[src/rtl/cdt_pkg.sv]
package cdt_pkg;

  typedef enum logic [2:0] {
    PH_SLEEP = 3'd0,
    PH_IDLE  = 3'd1,
    PH_LEAD  = 3'd2,
    PH_MAIN  = 3'd3,
    PH_TRAIL = 3'd4,
    PH_AUX   = 3'd5
  } phase_t;

  // Counter preload: a wait of d cycles ends when the counter reads zero.
  function automatic int unsigned dly_reload(int unsigned d);
    return (d == 0) ? 0 : d - 1;
  endfunction

  // A zero delay skips the wait phase entirely.
  function automatic logic dly_skip(int unsigned d);
    return d == 0;
  endfunction

endpackage

[src/rtl/cdt_sync.sv]
module cdt_sync #(
  parameter int WIDTH  = 1,
  parameter int STAGES = 2
) (
  input  logic             clk,
  input  logic             rst_n,
  input  logic [WIDTH-1:0] d,
  output logic [WIDTH-1:0] q
);

  logic [STAGES-1:0][WIDTH-1:0] chain;

  always_ff @(posedge clk or negedge rst_n) begin
    if (!rst_n) begin
      chain <= '0;
    end else begin
      chain[0] <= d;
      for (int s = 1; s < STAGES; s++) chain[s] <= chain[s-1];
    end
  end

  assign q = chain[STAGES-1];

endmodule

[src/rtl/cdt_edge_det.sv]
module cdt_edge_det (
  input  logic clk,
  input  logic rst_n,
  input  logic lvl,
  output logic rise,
  output logic fall
);

  logic prev;

  always_ff @(posedge clk or negedge rst_n) begin
    if (!rst_n) prev <= 1'b0;
    else        prev <= lvl;
  end

  assign rise = lvl & ~prev;
  assign fall = ~lvl & prev;

endmodule

[src/rtl/cdt_delay_timer.sv]
module cdt_delay_timer
  import cdt_pkg::*;
#(
  parameter int CNT_W = 8
) (
  input  logic             clk,
  input  logic             rst_n,
  input  logic             start,
  input  logic [CNT_W-1:0] dly,
  input  logic             zv_mode,
  input  logic             zv_det,
  input  logic             run,
  output logic             immediate,
  output logic             fire
);

  logic [CNT_W-1:0] cnt;
  logic             mode_q;

  always_ff @(posedge clk or negedge rst_n) begin
    if (!rst_n) begin
      cnt    <= '0;
      mode_q <= 1'b0;
    end else if (start) begin
      cnt    <= CNT_W'(dly_reload(32'(dly)));
      mode_q <= zv_mode;
    end else if (run && cnt != '0) begin
      cnt <= cnt - 1'b1;
    end
  end

  assign immediate = start & dly_skip(32'(dly));
  assign fire      = run & ((cnt == '0) | (mode_q & zv_det));

endmodule

[src/rtl/cdt_gate_driver.sv]
module cdt_gate_driver
  import cdt_pkg::*;
#(
  parameter int CNT_W       = 8,
  parameter int SYNC_STAGES = 2
) (
  input  logic             clk,
  input  logic             rst_n,
  input  logic             pwm_in,
  input  logic             drv_enable,
  input  logic [CNT_W-1:0] lead_dly,
  input  logic [CNT_W-1:0] trail_dly,
  input  logic             lead_zv_mode,
  input  logic             trail_zv_mode,
  input  logic             lead_zv_det,
  input  logic             trail_zv_det,
  output logic             main_drv,
  output logic             aux_drv,
  output logic             aux_oe
);

  localparam int SYNC_W = 2;

  logic [SYNC_W-1:0] sync_q;
  logic   pwm_s, en_s;
  logic   rise_evt, fall_evt;
  logic   lead_start, trail_start;
  logic   lead_imm, trail_imm;
  logic   lead_fire, trail_fire;
  logic   sleeping;
  phase_t ph, ph_nxt;

  cdt_sync #(.WIDTH(SYNC_W), .STAGES(SYNC_STAGES)) i_sync (
    .clk(clk), .rst_n(rst_n), .d({drv_enable, pwm_in}), .q(sync_q)
  );
  assign pwm_s = sync_q[0];
  assign en_s  = sync_q[1];

  cdt_edge_det i_edge (
    .clk(clk), .rst_n(rst_n), .lvl(pwm_s), .rise(rise_evt), .fall(fall_evt)
  );

  assign sleeping    = (ph == PH_SLEEP);
  assign lead_start  = en_s & ~sleeping & rise_evt;
  assign trail_start = en_s & ~sleeping & fall_evt;

  cdt_delay_timer #(.CNT_W(CNT_W)) i_lead_tmr (
    .clk(clk), .rst_n(rst_n), .start(lead_start), .dly(lead_dly),
    .zv_mode(lead_zv_mode), .zv_det(lead_zv_det), .run(ph == PH_LEAD),
    .immediate(lead_imm), .fire(lead_fire)
  );

  cdt_delay_timer #(.CNT_W(CNT_W)) i_trail_tmr (
    .clk(clk), .rst_n(rst_n), .start(trail_start), .dly(trail_dly),
    .zv_mode(trail_zv_mode), .zv_det(trail_zv_det), .run(ph == PH_TRAIL),
    .immediate(trail_imm), .fire(trail_fire)
  );

  always_comb begin
    ph_nxt = ph;
    if (!en_s)                          ph_nxt = PH_SLEEP;
    else if (sleeping)                  ph_nxt = PH_IDLE;
    else if (rise_evt)                  ph_nxt = lead_imm  ? PH_MAIN : PH_LEAD;
    else if (fall_evt)                  ph_nxt = trail_imm ? PH_AUX  : PH_TRAIL;
    else if (ph == PH_LEAD  && lead_fire)  ph_nxt = PH_MAIN;
    else if (ph == PH_TRAIL && trail_fire) ph_nxt = PH_AUX;
  end

  always_ff @(posedge clk or negedge rst_n) begin
    if (!rst_n) ph <= PH_SLEEP;
    else        ph <= ph_nxt;
  end

  assign main_drv = (ph == PH_MAIN);
  assign aux_drv  = (ph == PH_AUX);
  assign aux_oe   = ~sleeping;

endmodule

[config.mk]
export PLATFORM = sky130hd
export DESIGN_NAME = cdt_gate_driver
export DESIGN_NICKNAME = d
export VERILOG_FILES = /design/src/rtl/cdt_pkg.sv /design/src/rtl/cdt_sync.sv /design/src/rtl/cdt_edge_det.sv /design/src/rtl/cdt_delay_timer.sv /design/src/rtl/cdt_gate_driver.sv
export SDC_FILE = /design/constraint.sdc
export NUM_CORES = 1
export LEC_CHECK = 0
export BUFFER_PORTS_ARGS = -buffer_cell sky130_fd_sc_hd__buf_2
export CAP_MARGIN = 30
export CORE_AREA = 5 5 73 75
export CTS_CLUSTER_DIAMETER = 40
export DETAILED_ROUTE_END_ITERATION = 16
export DIE_AREA = 0 0 78 80
export GPL_TIMING_DRIVEN = 1
export HOLD_SLACK_MARGIN = 0.06
export SETUP_SLACK_MARGIN = 0.05
export SYNTH_ARGS = -nofsm -noshare
export SYNTH_HDL_FRONTEND = slang
export SYNTH_SLANG_ARGS = --single-unit
[constraint.sdc]
create_clock -name clk -period 2.1 [get_ports clk]
set_input_delay 0.105 -clock clk [delete_from_list [all_inputs] [get_ports clk]]
set_output_delay 0.105 -clock clk [all_outputs]
set_load 0.1 [all_outputs]
# Yosys cells after proc, flatten, opt, wreduce, memory -nomap -nowiden
# Cells that the tools add are included.
# Widths: inputs -> output; s select.
[op_classes]
n_addsub = 4
n_bitwise = 16
muxes = 14
n_reduce_logical = 13
eq_ne = 5
[op_table]
columns = ["operator", "count"]
rows = [
  ["$mux 8", 6],
  ["$logic_not 8->1", 4],
  ["$sub 8x1->8 const B", 4],
  ["$mux 3", 6],
  ["$reduce_bool 8->1", 2],
  ["$and 1x1->1", 11],
  ["$eq 3x2->1 const B", 2],
  ["$eq 3x3->1 const B", 2],
  ["$ne 6x6->1 const B", 1],
  ["$logic_and 1x1->1", 4],
  ["$reduce_bool 2->1", 2],
  ["$logic_not 3->1", 1],
  ["$not 1->1", 3],
  ["$mux 1", 2],
  ["$or 1x1->1", 2],
]
[word_totals]
output_inout_bits = 3
wordCells = 60
regBits = 26
inputBits = 24

# Longest topological paths before layout
# Gate-level depths: netlist of run 1.
[logic_depth]
ltp_word = 10
mapped_depth = 7
ltp_nobuf = 7

# Hierarchy
# A second synthesis of run 1 with hierarchy kept.
[unflattened]
cells_unflattened = 187
area_unflattened_um2 = 1845.5
[by_module_without_submodules]
columns = ["mod", "n_inst", "cells_per_inst", "seq_area_each_um2", "area_per_inst_um2"]
rows = [
  ["cdt_delay_timer", 2, 77, 225.2, 735.7],
  ["cdt_gate_driver", 1, 24, 75.1, 219.0],
  ["cdt_sync", 1, 6, 100.1, 115.1],
  ["cdt_edge_det", 1, 3, 25.0, 40.0],
]

# Least setup slack after synthesis of run 1
# Ideal clock, no wire load.
[synth_path]
kind = "reg-to-reg"
from = "register i_trail_tmr.cnt[0]"
to = "register ph[0]"
arrival_time_ns = 1.633
synth_period_minus_slack_ns = 1.752
path_stages_with_launch = 8
t_required_ns = 1.980
n_path_buf = 0
slack_ns = 0.348
setup_ns = 0.120
path_cell_list = "dfrtp_1 > inv_1 > ha_1 > nor3b_2 > a221oi_2 > o311a_1 > and2_0 > a31o_1"
[synth_between]
elab_chain_len = 5
[synth_lines]
columns = ["item", "line", "rtl"]
rows = [
  ["start, declared", "cdt_delay_timer.sv:17", "logic [CNT_W-1:0] cnt;"],
  ["start signal, assigned", "cdt_delay_timer.sv:25", "cnt <= CNT_W'(dly_reload(32'(dly)));"],
  ["start signal, assigned", "cdt_delay_timer.sv:28", "cnt <= cnt - 1'b1;"],
  ["$logic_not 8->1", "cdt_delay_timer.sv:33", "assign fire = run & ((cnt == '0) | (mode_q & zv_det));"],
  ["$or 1x1->1", "cdt_delay_timer.sv:33", ""],
  ["$and 1x1->1", "cdt_delay_timer.sv:33", ""],
  ["$logic_and 1x1->1", "cdt_gate_driver.sv:66", "else if (ph == PH_TRAIL && trail_fire) ph_nxt = PH_AUX;"],
  ["$ne 6x6->1 (no source line)", "n/a", ""],
  ["end signal, assigned", "cdt_gate_driver.sv:71", "else ph <= ph_nxt;"],
  ["end, declared", "cdt_gate_driver.sv:31", "phase_t ph, ph_nxt;"],
]
# No other way between the ends.
# A chain may end at the register's enable or synchronous reset.

# Worst setup path in the final report of run 1
# Ends and elaborated chain as after synthesis.

==> results by group, run 1 <==
Synth
  – Synth Area in Adders: 6.21%
  – Top cells by area, synth: dfrtp_1 37%, ha_1 5.6%, xnor2_1 4.9%, mux2i_1 3.9%, o22ai_1 3.9%
  – Simple-Gate Fraction of Synth Area: 22.0%
  – Average cell area after synthesis: about 9.6 µm²
  – Top cell type's share of synthesized area: 36.7%
  – #FFs+latches synth: 26
  – Syn nets: around 220
  – Post-synthesis compound-gate area fraction: between 10% and 20%
  – Synth area leader: dfrtp_1
  – Unique masters post-synth: 50
  – Synth cell count leaders: 26 x dfrtp_1, 15 x nor2_1, 14 x nand2_1, 11 x inv_1, 11 x o22ai_1
  – FFs w/ async S/R, synth: 100%
  – Post-synthesis mux area share: under 10%
  – Synth Instances: around 190
  – Xor/xnor cell area share of the yosys netlist: around 8.4%
  – Synth Warn #: 0
  – Top FF cell, synth: dfrtp_1
  – Seq/Total Area, Yosys: between 30% and 40%
  – Mapped cell area: roughly 1800 µm²
  – Most common cell in the netlist: dfrtp_1
  – EDFF count, synth: 0
  – Combinational family with the most area after synthesis: simple AND/OR/NAND/NOR gates

STA
  – Final Setup Violations: 0
  – Slew Viols, Final: 0
  – Peak Freq: 522 MHz
  – Setup TNS: 0 ns
  – Fin crit share: 91.3%
  – Relative slew slack: 60.6%
  – Max Clock Skew: between 0.007 and 0.008 ns
  – Hold Fails Final Rpt: 0
  – Worst Setup Slack, final: between 0.15 and 0.2 ns
  – Final min period: about 1.9 ns
  – Worst-Margin Slew: 0.586 ns
  – Unrepaired setup endpoints after global routing: no

Routing
  – First-pass DRT Iterations: 4
  – Avg Vias per Cell: 5.36
  – DRC: 0
  – Post-DRT Antenna Nets: 0
  – DR WL/cell: 13.8 µm
  – Via count: around 1.5k
  – Total wire length: around 3800 µm
  – 1st-iter DRT viols: 80

Pwr
  – Pleak: a little under 0.9 nW
  – NetSw: 0.000771 W
  – Seq pwr share: about 44%
  – Switch share: between 30 and 40%
  – Combinational power share: about two fifths
  – Clock Power Share: 16.5%
  – Power per Cell Area: between 900 and 1000 nW/µm²
  – Cell-internal power: about 0.0012 W
  – Worst VDD drop: about 480 µV

Worst setup path
  – CP Class: reg -> reg
  – Launching point of the worst reg2reg path: i_trail_tmr.cnt[0]
  – Setup crit start kind: register
  – Required time of the critical path: 2.27 ns
  – CP Data Arrival Time: 2.09 ns
  – Worst setup EP type: register
  – R2R setup slack: ~0.18 ns
  – Destination of the critical timing path: ph[0]
  – Crit Path Max Fanout: 3
  – Worst-case reg-to-reg path depth: 7
  – Crit. Startpoint: i_trail_tmr.cnt[0]
  – Worst r2r dst: ph[0]

Run
  – Maxcap violations: 0

Placement
  – # placed instances: approximately 270
  – Worst slack, placed: 0.116 ns
  – Post-DP HPWL: 2980 µm
  – # port buffers: 26
  – Placer congestion estimate: about 0.78
  – Post-DP Area: 1990 µm²

Layout
  – Synthesis-to-layout area growth: 18.8%
  – Share of post-route cells with drive strength above 1: between 20% and 30%
  – # diodes: 0
  – Fill cells: about 450
  – Post-route cell area: 2110 µm²
  – Layout Utilization: 45.9%
  – Nets: between 200 and 300
  – Final cell count without fillers: roughly 280

Clocking
  – Clock transition at the registers of the reported paths: 0.09 ns
  – Htree depth: 1
  – Cts bufs inserted: 3
  – Clk Latency, worst-skew pair: about 0.27 ns
  – CTS tree: yes
  – Clock net sink count: 26
  – Post-CTS Setup Repair Bufs: 0
  – Clk root buf: clkbuf_8
  – Clock tree buffer depth: 2

Die
  – Initial Util: between 30% and 40%
  – Core Region: 4600 µm²
  – Row count: 25
  – Full die area: between 6000 and 7000 µm²
  – Num ports: 27
  – Die height: approximately 80 µm
  – Die W: 78 µm

Global routing
  – GR Util All Layers: between 10% and 20%
  – First-pass GRT wire length: roughly 6600 µm
  – Largest net degree at the start of global routing: 27
  – Initial antenna violation count: 0
  – GRT overflow: 0
  – Vias in the first global route: about 1.5k

Run status
  – Status: finished, final reports clean

Worst hold path
  – Min-Delay Path Class: in -> reg
what timing repair did:
item | CTS | global route
hold buffers | 6 | 0
resized for setup | 0 | 2
endpoints found under the setup margin | 0 | 2
endpoints found under the hold margin | 31 | 0
worst max-delay path: stages (launching register included):
cell and delay, ns:
dfrtp_1 0.41, inv_1 0.09, ha_1 0.15, nor3b_2 0.35
a221oi_2 0.13, o311a_1 0.33, and2_0 0.16, a31o_1 0.18
metal layers:
metal	share of wire [%]	routed length, µm	GRT usage, %	up-vias
met5	0	0	0	-
met4	0.69	26	2.53	0
met3	3.8	143	2.60	4
met2	45	1720	20.0	20
met1	50	1900	18.2	703
li1	-	-	-	746
cell type report:
cell class                      count  area (µm²)  share of cell area, %
Clock buffer                        4        55.1                   2.61
Inverter                           11        41.3                   1.96
Timing Repair Buffer               37         228                   10.8
Multi-Input combinational cell    143        1070                   50.6
Sequential cell                    26         651                   30.9
Tap cell                           54        67.6                   3.20
cells in the final DEF, fill, tap and decap left out, drive strengths merged, types with 6 or more instances in the layout:
master	n
nand3	7
nor2	15
o22ai	11
dfrtp	26
nor3	7
nor3b	7
inv	11
buf	31
ha	8
xnor2	10
xor2	7
nand2	14
dlygate4sd3	6
mux2i	7
per-stage QoR:
stage               total power [W]  hold WS (ns)
floorplan                   0.00143        -0.191
global placement            0.00162         0.143
detailed placement          0.00162         0.143
global route                0.00210        0.0908
finish                      0.00196        0.0829
CTS                         0.00196        0.0785
kinds of logic after synthesis:
family                     Yosys count
muxes                               10
and+or+nand+nor                     69
adders and majority gates            9
AOI/OAI and AO/OA                   38
xor gates and xnor gates            17
DFF                                 26
buffers and inverters               16
state kept, by name (all words and copies together) (netlist names):
name,count
i_trail_tmr.mode_q,1
i_lead_tmr.cnt,8
i_sync.chain,2
i_trail_tmr.cnt,8
i_lead_tmr.mode_q,1
i_sync.q,2
i_edge.prev,1
ph,3
power by group through the flow:
| stage | Clock (W) | Sequential, W | Combinational, W |
|---|---|---|---|
| 2_1_floorplan | 0 | 0.000818 | 0.000613 |
| 3_3_place_gp | 0 | 0.000868 | 0.000751 |
| 3_5_place_dp | 0 | 0.000868 | 0.000756 |
| 4_1_cts | 0.000335 | 0.000857 | 0.000771 |
| 5_1_grt | 0.000352 | 0.000893 | 0.000857 |
| 6_report | 0.000322 | 0.000861 | 0.000773 |
worst min-delay path by stage:
| stage | cells after the start | start | slack [ns] | endpoint |
|---|---|---|---|---|
| 2_1_floorplan | 0 | rst_n | -0.19 | i_edge.prev |
| 3_3_place_gp | 1 | rst_n | 0.14 | i_sync.chain[1] |
| 3_5_place_dp | 1 | rst_n | 0.14 | i_trail_tmr.cnt[4] |
| 4_1_cts | 2 | lead_dly[0] | 0.08 | i_lead_tmr.cnt[0] |
| 5_1_grt | 2 | lead_dly[0] | 0.09 | i_lead_tmr.cnt[0] |
| 6_report | 2 | lead_dly[0] | 0.08 | i_lead_tmr.cnt[0] |
Note: power is estimated with default switching activity, not from simulation.
==> run 2, diff against run 1 <==
CORE_AREA = 5 5 101 56   (was 5 5 73 75)
DIE_AREA = 0 0 106 61   (was 0 0 78 80)
SKIP_CTS_REPAIR_TIMING = 1   (was default)
clock period = 2.28 ns   (was 2.1 ns; I/O delays follow)
==> run 2 against run 1 <==
Effect of this change:
- count of clock-buffer cells in the layout shrank 1
- global-route usage grew 1.8 points
- utilization fell by 1.1 points
- fmax down 4.7%
- clock power is 22% higher
- worst hold slack lost 0.0099 ns
- clock skew grew 0.0049 ns
- register-to-register slack gained 0.09 ns
- setup slack better by 0.086 ns
- critical path type unchanged
- critical endpoint is now ph[1]
- highest routed layer unchanged
==> results by group, run 2 (synthesized netlist as in run 1, its figures left out) <==
Pwr
  – Power per Cell Area: just over 900 nW/µm²
  – Worst VDD drop: 287 µV
  – Pleak: 0.874 nW

Die
  – Core Region: 4680 µm²
  – Row count: 18
  – Full die area: 6470 µm²
  – Die W: between 100 and 150 µm
  – Num ports: 27
  – Initial Util: a little under two fifths
  – Die height: about 61 µm

Routing
  – Top sig layer: met4
  – Via count: 1474
  – 1st-iter DRT viols: between 100 and 150
  – Metal-1 WL: 2560 µm
  – Total wire length: about 4400 µm
  – DR WL/cell: between 15 and 20 µm
  – Metal2 WL: ~1600 µm
  – Avg Vias per Cell: 5.30
  – WL met3: around 240 µm
  – DRC: 0
  – First-pass DRT Iterations: 5
  – Post-DRT Antenna Nets: 0

Global routing
  – First-pass GRT wire length: a little over 7000 µm
  – Largest net degree at the start of global routing: 27
  – Initial antenna violation count: 0
  – Vias in the first global route: 1402
  – GR Util All Layers: approximately 15%
  – GRT overflow: 0

STA
  – Hold Fails Final Rpt: 0
  – Fin crit share: roughly nine tenths
  – Peak Freq: roughly 500 MHz
  – Unrepaired setup endpoints after global routing: no
  – Max Clock Skew: roughly 0.012 ns
  – Fin Hold WS: approximately 0.073 ns
  – Slew Viols, Final: 0
  – Worst-Margin Slew: about 0.64 ns
  – Relative slew slack: between 50 and 60%
  – Final min period: between 2 and 2.5 ns
  – Final Setup Violations: 0
  – Setup TNS: 0 ns

Worst setup path
  – Worst path bufs/invs: 1
  – Worst setup EP type: register
  – Crit path largest cell delay: roughly 0.42 ns
  – CP top delay family: adder cells
  – CP Data Arrival Time: 2.22 ns
  – CP Class: reg -> reg
  – Cell Chain, Critical Path: inv_1 -> ha_1 -> nor3b_1 -> a22o_1 -> nand2_1 -> maj3_1 -> o22ai_1
  – Critical path's slowest cell: dfrtp_1
  – Setup crit start kind: register
  – Crit Path Max Fanout: 4
  – Required time of the critical path: 2.49 ns

Clocking
  – Clock net sink count: 26
  – CTS tree: yes
  – Clock transition at the registers of the reported paths: approximately 0.1 ns
  – Htree depth: 1
  – Clk Latency, worst-skew pair: roughly 0.28 ns
  – Clock tree buffer depth: 2
  – Cts bufs inserted: 3
  – Clk root buf: clkbuf_8

Worst hold path
  – Min-Delay Path Class: in -> reg

Placement
  – Placer congestion estimate: 0.828
  – # port buffers: 26
  – Post-DP HPWL: 3390 µm

Layout
  – Most frequent cells in the layout: 26 x dfrtp_1, 26 x buf_2, 15 x nor2_1, 14 x nand2_1
  – Fill cells: around 460
  – # diodes: 0
  – Share of post-route cells with drive strength above 1: roughly 22%
  – Nets: 251
  – Synthesis-to-layout area growth: 18.2%
  – Largest registers: i_lead_tmr.cnt (8), i_trail_tmr.cnt (8), ph (3)

Run
  – Maxcap violations: 0

Run status
  – Status: finished, final reports clean
run 2: cell types whose count changed in the layout (fill, tap and decap cells not counted):
cell / delta
buf_4: -1
bufinv_16: +1
clkbuf_8: -1
dlygate4sd3_1: -2
nor2_1: +1
nor2_2: -1
nor3b_1: +1
nor3b_2: -1
run 2: final timing paths:
kind	from	endpoint	slack (ns)	depth (start not counted)
min in group asynchronous	rst_n	i_trail_tmr.cnt[5]	0.40	2
max	i_lead_tmr.cnt[0]	ph[1]	0.27	7
max in group asynchronous	rst_n	i_trail_tmr.cnt[3]	1.48	2
max reg2reg	i_lead_tmr.cnt[0]	ph[1]	0.27	7
min	lead_zv_mode	i_lead_tmr.mode_q	0.07	2
min reg2reg	i_sync.chain[0]	i_sync.q[0]	0.35	0
run 2: routing by layer:
metal  up-vias  track usage [%]
met1       696             24.4
met4         0             2.77
met3         2             3.51
met2        33             17.8
met5         -                0
li1        743                -
run 2: per-stage QoR:
step | cell area, µm² | worst slack [ns] | power (W) | cells | utilization [%]
floorplan | 1770 | 0.528 | 0.00132 | 185 | -
global placement | 1990 | 0.300 | 0.00152 | 270 | 42.4
detailed placement | 1990 | 0.281 | 0.00152 | 270 | 42.4
CTS | 2060 | 0.282 | 0.00192 | 274 | 43.9
global route | 2100 | 0.149 | 0.00205 | 278 | 44.8
finish | 2100 | 0.269 | 0.00192 | 278 | 44.8
run 2: area by class of cell:
class,instances,area (µm²),area share [%]
timing repair buffer,34,200,9.55
clock buffer,3,41.3,1.97
tap,60,75.1,3.58
multi-input combinational,143,1060,50.5
inverter,11,41.3,1.97
clock inverter,1,30.0,1.43
sequential,26,651,31.0
run 2: power breakdown:
group	total, W	switching [W]	internal (W)
logic	0.000721	0.000400	0.000321
clock network	0.000392	0.000156	0.000235
registers	0.000805	0.000194	0.000611
total	0.00192	0.000750	0.00117
==> run 3, diff against run 2 <==
BUFFER_PORTS_ARGS = default   (was -buffer_cell sky130_fd_sc_hd__buf_2)
DONT_BUFFER_PORTS = 1   (was default)
REMOVE_ABC_BUFFERS = 1   (was default)
==> run 3 against run 2 <==
Effect of this change:
- sequential power is 0.6% higher
- register-to-register slack barely moved
- flip-flop and latch count did not move
- wire length fell by 6.9%
- critical path type unchanged
==> results by group, run 3 (synthesized netlist as in run 1, its figures left out) <==
Placement
  – Post-DP Area: around 1900 µm²
  – Placer congestion estimate: about 0.77
  – Post-DP HPWL: 3210 µm
  – # port buffers: 0

Clocking
  – Clk Latency, worst-skew pair: 0.27 ns
  – Clock transition at the registers of the reported paths: around 0.090 ns
  – Clk root buf: clkbuf_8
  – Cts bufs inserted: 3
  – Htree depth: 1
  – Clock tree buffer depth: 2
  – CTS tree: yes
  – Clock net sink count: 26

Routing
  – Total wire length: about 4100 µm
  – Avg Vias per Cell: roughly 5.4
  – 1st-iter DRT viols: ~130
  – Post-DRT Antenna Nets: 0
  – First-pass DRT Iterations: 4
  – DR WL/cell: roughly 16 µm
  – Via count: 1424
  – DRC: 0

Pwr
  – Worst VDD drop: ~240 µV
  – Pleak: ~0.81 nW
  – Tot Pwr: 0.00181 W
  – Power per Cell Area: between 800 and 900 nW/µm²

Run
  – Maxcap violations: 0

Global routing
  – Initial antenna violation count: 0
  – Vias in the first global route: between 1k and 1.5k
  – First-pass GRT wire length: just under 7000 µm
  – GRT overflow: 0
  – Largest net degree at the start of global routing: 27
  – GR Util All Layers: a little over an eighth

Die
  – Die height: around 60 µm
  – Core Region: around 4700 µm²
  – Num ports: 27
  – Full die area: around 6500 µm²
  – Die W: ~110 µm
  – Initial Util: between 30% and 40%
  – Row count: 18

Layout
  – Commonest non-fill, non-tap cell in the layout: dfrtp_1
  – # diodes: 0
  – Share of post-route cells with drive strength above 1: between 10% and 20%
  – Most frequent cells in the layout: 26 x dfrtp_1, 15 x nor2_1, 14 x nand2_1, 11 x inv_1, 11 x o22ai_1
  – Synthesis-to-layout area growth: 15.6%
  – Nets: 235
  – Post-route cell area: around 2000 µm²
  – Largest registers: i_lead_tmr.cnt (8), i_trail_tmr.cnt (8), ph (3)

Worst setup path
  – Worst r2r dst: ph[2]
  – Launching point of the worst reg2reg path: i_trail_tmr.cnt[0]
  – Critical path's slowest cell: dfrtp_1
  – Worst-case reg-to-reg path depth: 7
  – CP Data Arrival Time: about 2.2 ns
  – CP Class: reg -> reg
  – Crit Path Max Fanout: 3
  – Worst setup EP type: register
  – Destination of the critical timing path: ph[2]
  – Crit path largest cell delay: 0.42 ns
  – Crit. Startpoint: i_trail_tmr.cnt[0]
  – R2R setup slack: 0.27 ns
  – Required time of the critical path: ~2.4 ns
  – Cell Chain, Critical Path: inv_1 -> ha_1 -> nor3b_2 -> a221oi_2 -> o311ai_2 -> mux2i_1 -> o311ai_1
  – Setup crit start kind: register

STA
  – Fin Hold WS: around 0.065 ns
  – Final Setup Violations: 0
  – Worst-Margin Slew: 0.589 ns
  – Relative slew slack: around three fifths
  – Fin crit share: between 80% and 90%
  – Max Clock Skew: roughly 0.0056 ns
  – Peak Freq: 498 MHz
  – Final min period: around 2.0 ns
  – Unrepaired setup endpoints after global routing: no
  – Slew Viols, Final: 0
  – Setup TNS: 0 ns
  – Hold Fails Final Rpt: 0

Run status
  – Status: finished, final reports clean

Worst hold path
  – Min-Delay Path Class: in -> reg
==> run 3: changes by cell type in the layout (fill, tap and decap cells not counted), sizes merged <==
cell / change
bufinv: -1
dlygate4sd3: +5
clkbuf: +1
buf: -21
==> run 3: power breakdown <==
| part | internal, W | switching, W | total (W) |
|---|---|---|---|
| clock network | 0.000154 | 0.000147 | 0.000301 |
| logic | 0.000321 | 0.000379 | 0.000700 |
| registers | 0.000611 | 0.000199 | 0.000810 |
| total | 0.00109 | 0.000725 | 0.00181 |
==> run 3: worst min path at each step <==
stage,from,to,depth (start not counted)
after floorplan,rst_n,i_edge.prev,0
after global placement,rst_n,i_trail_tmr.cnt[2],0
after detailed placement,rst_n,i_trail_tmr.cnt[0],0
after CTS,rst_n,i_trail_tmr.cnt[4],0
after global routing,lead_dly[6],i_lead_tmr.cnt[6],2
final,lead_dly[6],i_lead_tmr.cnt[6],2
==> run 3: critical path, delay by kind of cell, from the launching register on <==
kind,cells,cell delay (ns)
multiplexers,1,0.13
buffers and inverters,1,0.10
AND/OR/NAND/NOR,1,0.36
AO/OA/AOI/OAI,3,0.74
flip-flops,1,0.42
adder cells (fa/ha/maj),1,0.16
==> run 3: per-layer routing <==
metal  vias to the layer above  track usage, %  wire [µm]
met5                         -               0          0
li1                        715               -          -
met1                       663            22.4       2310
met3                         2            3.93        298
met2                        44            17.0       1480
met4                         0            2.21         29
==> run 3: final cells by class <==
cell class | instances | area, µm²
Clock buffer | 4 | 55.1
Fill cell | 457 | 2630
Inverter | 11 | 41.3
Multi-Input combinational cell | 143 | 1060
Sequential cell | 26 | 651
Tap cell | 60 | 75.1
Timing Repair Buffer | 18 | 170
==> run 3: metrics by stage <==
| stage | instances | util, % | setup WS (ns) |
|---|---|---|---|
| 2_1_floorplan | 180 | - | 0.454 |
| 5_1_grt | 262 | 43.8 | 0.0938 |
| 3_5_place_dp | 248 | 40.3 | 0.357 |
| 4_1_cts | 252 | 41.4 | 0.267 |
| 6_report | 262 | 43.8 | 0.272 |
| 3_3_place_gp | 248 | 40.3 | 0.319 |
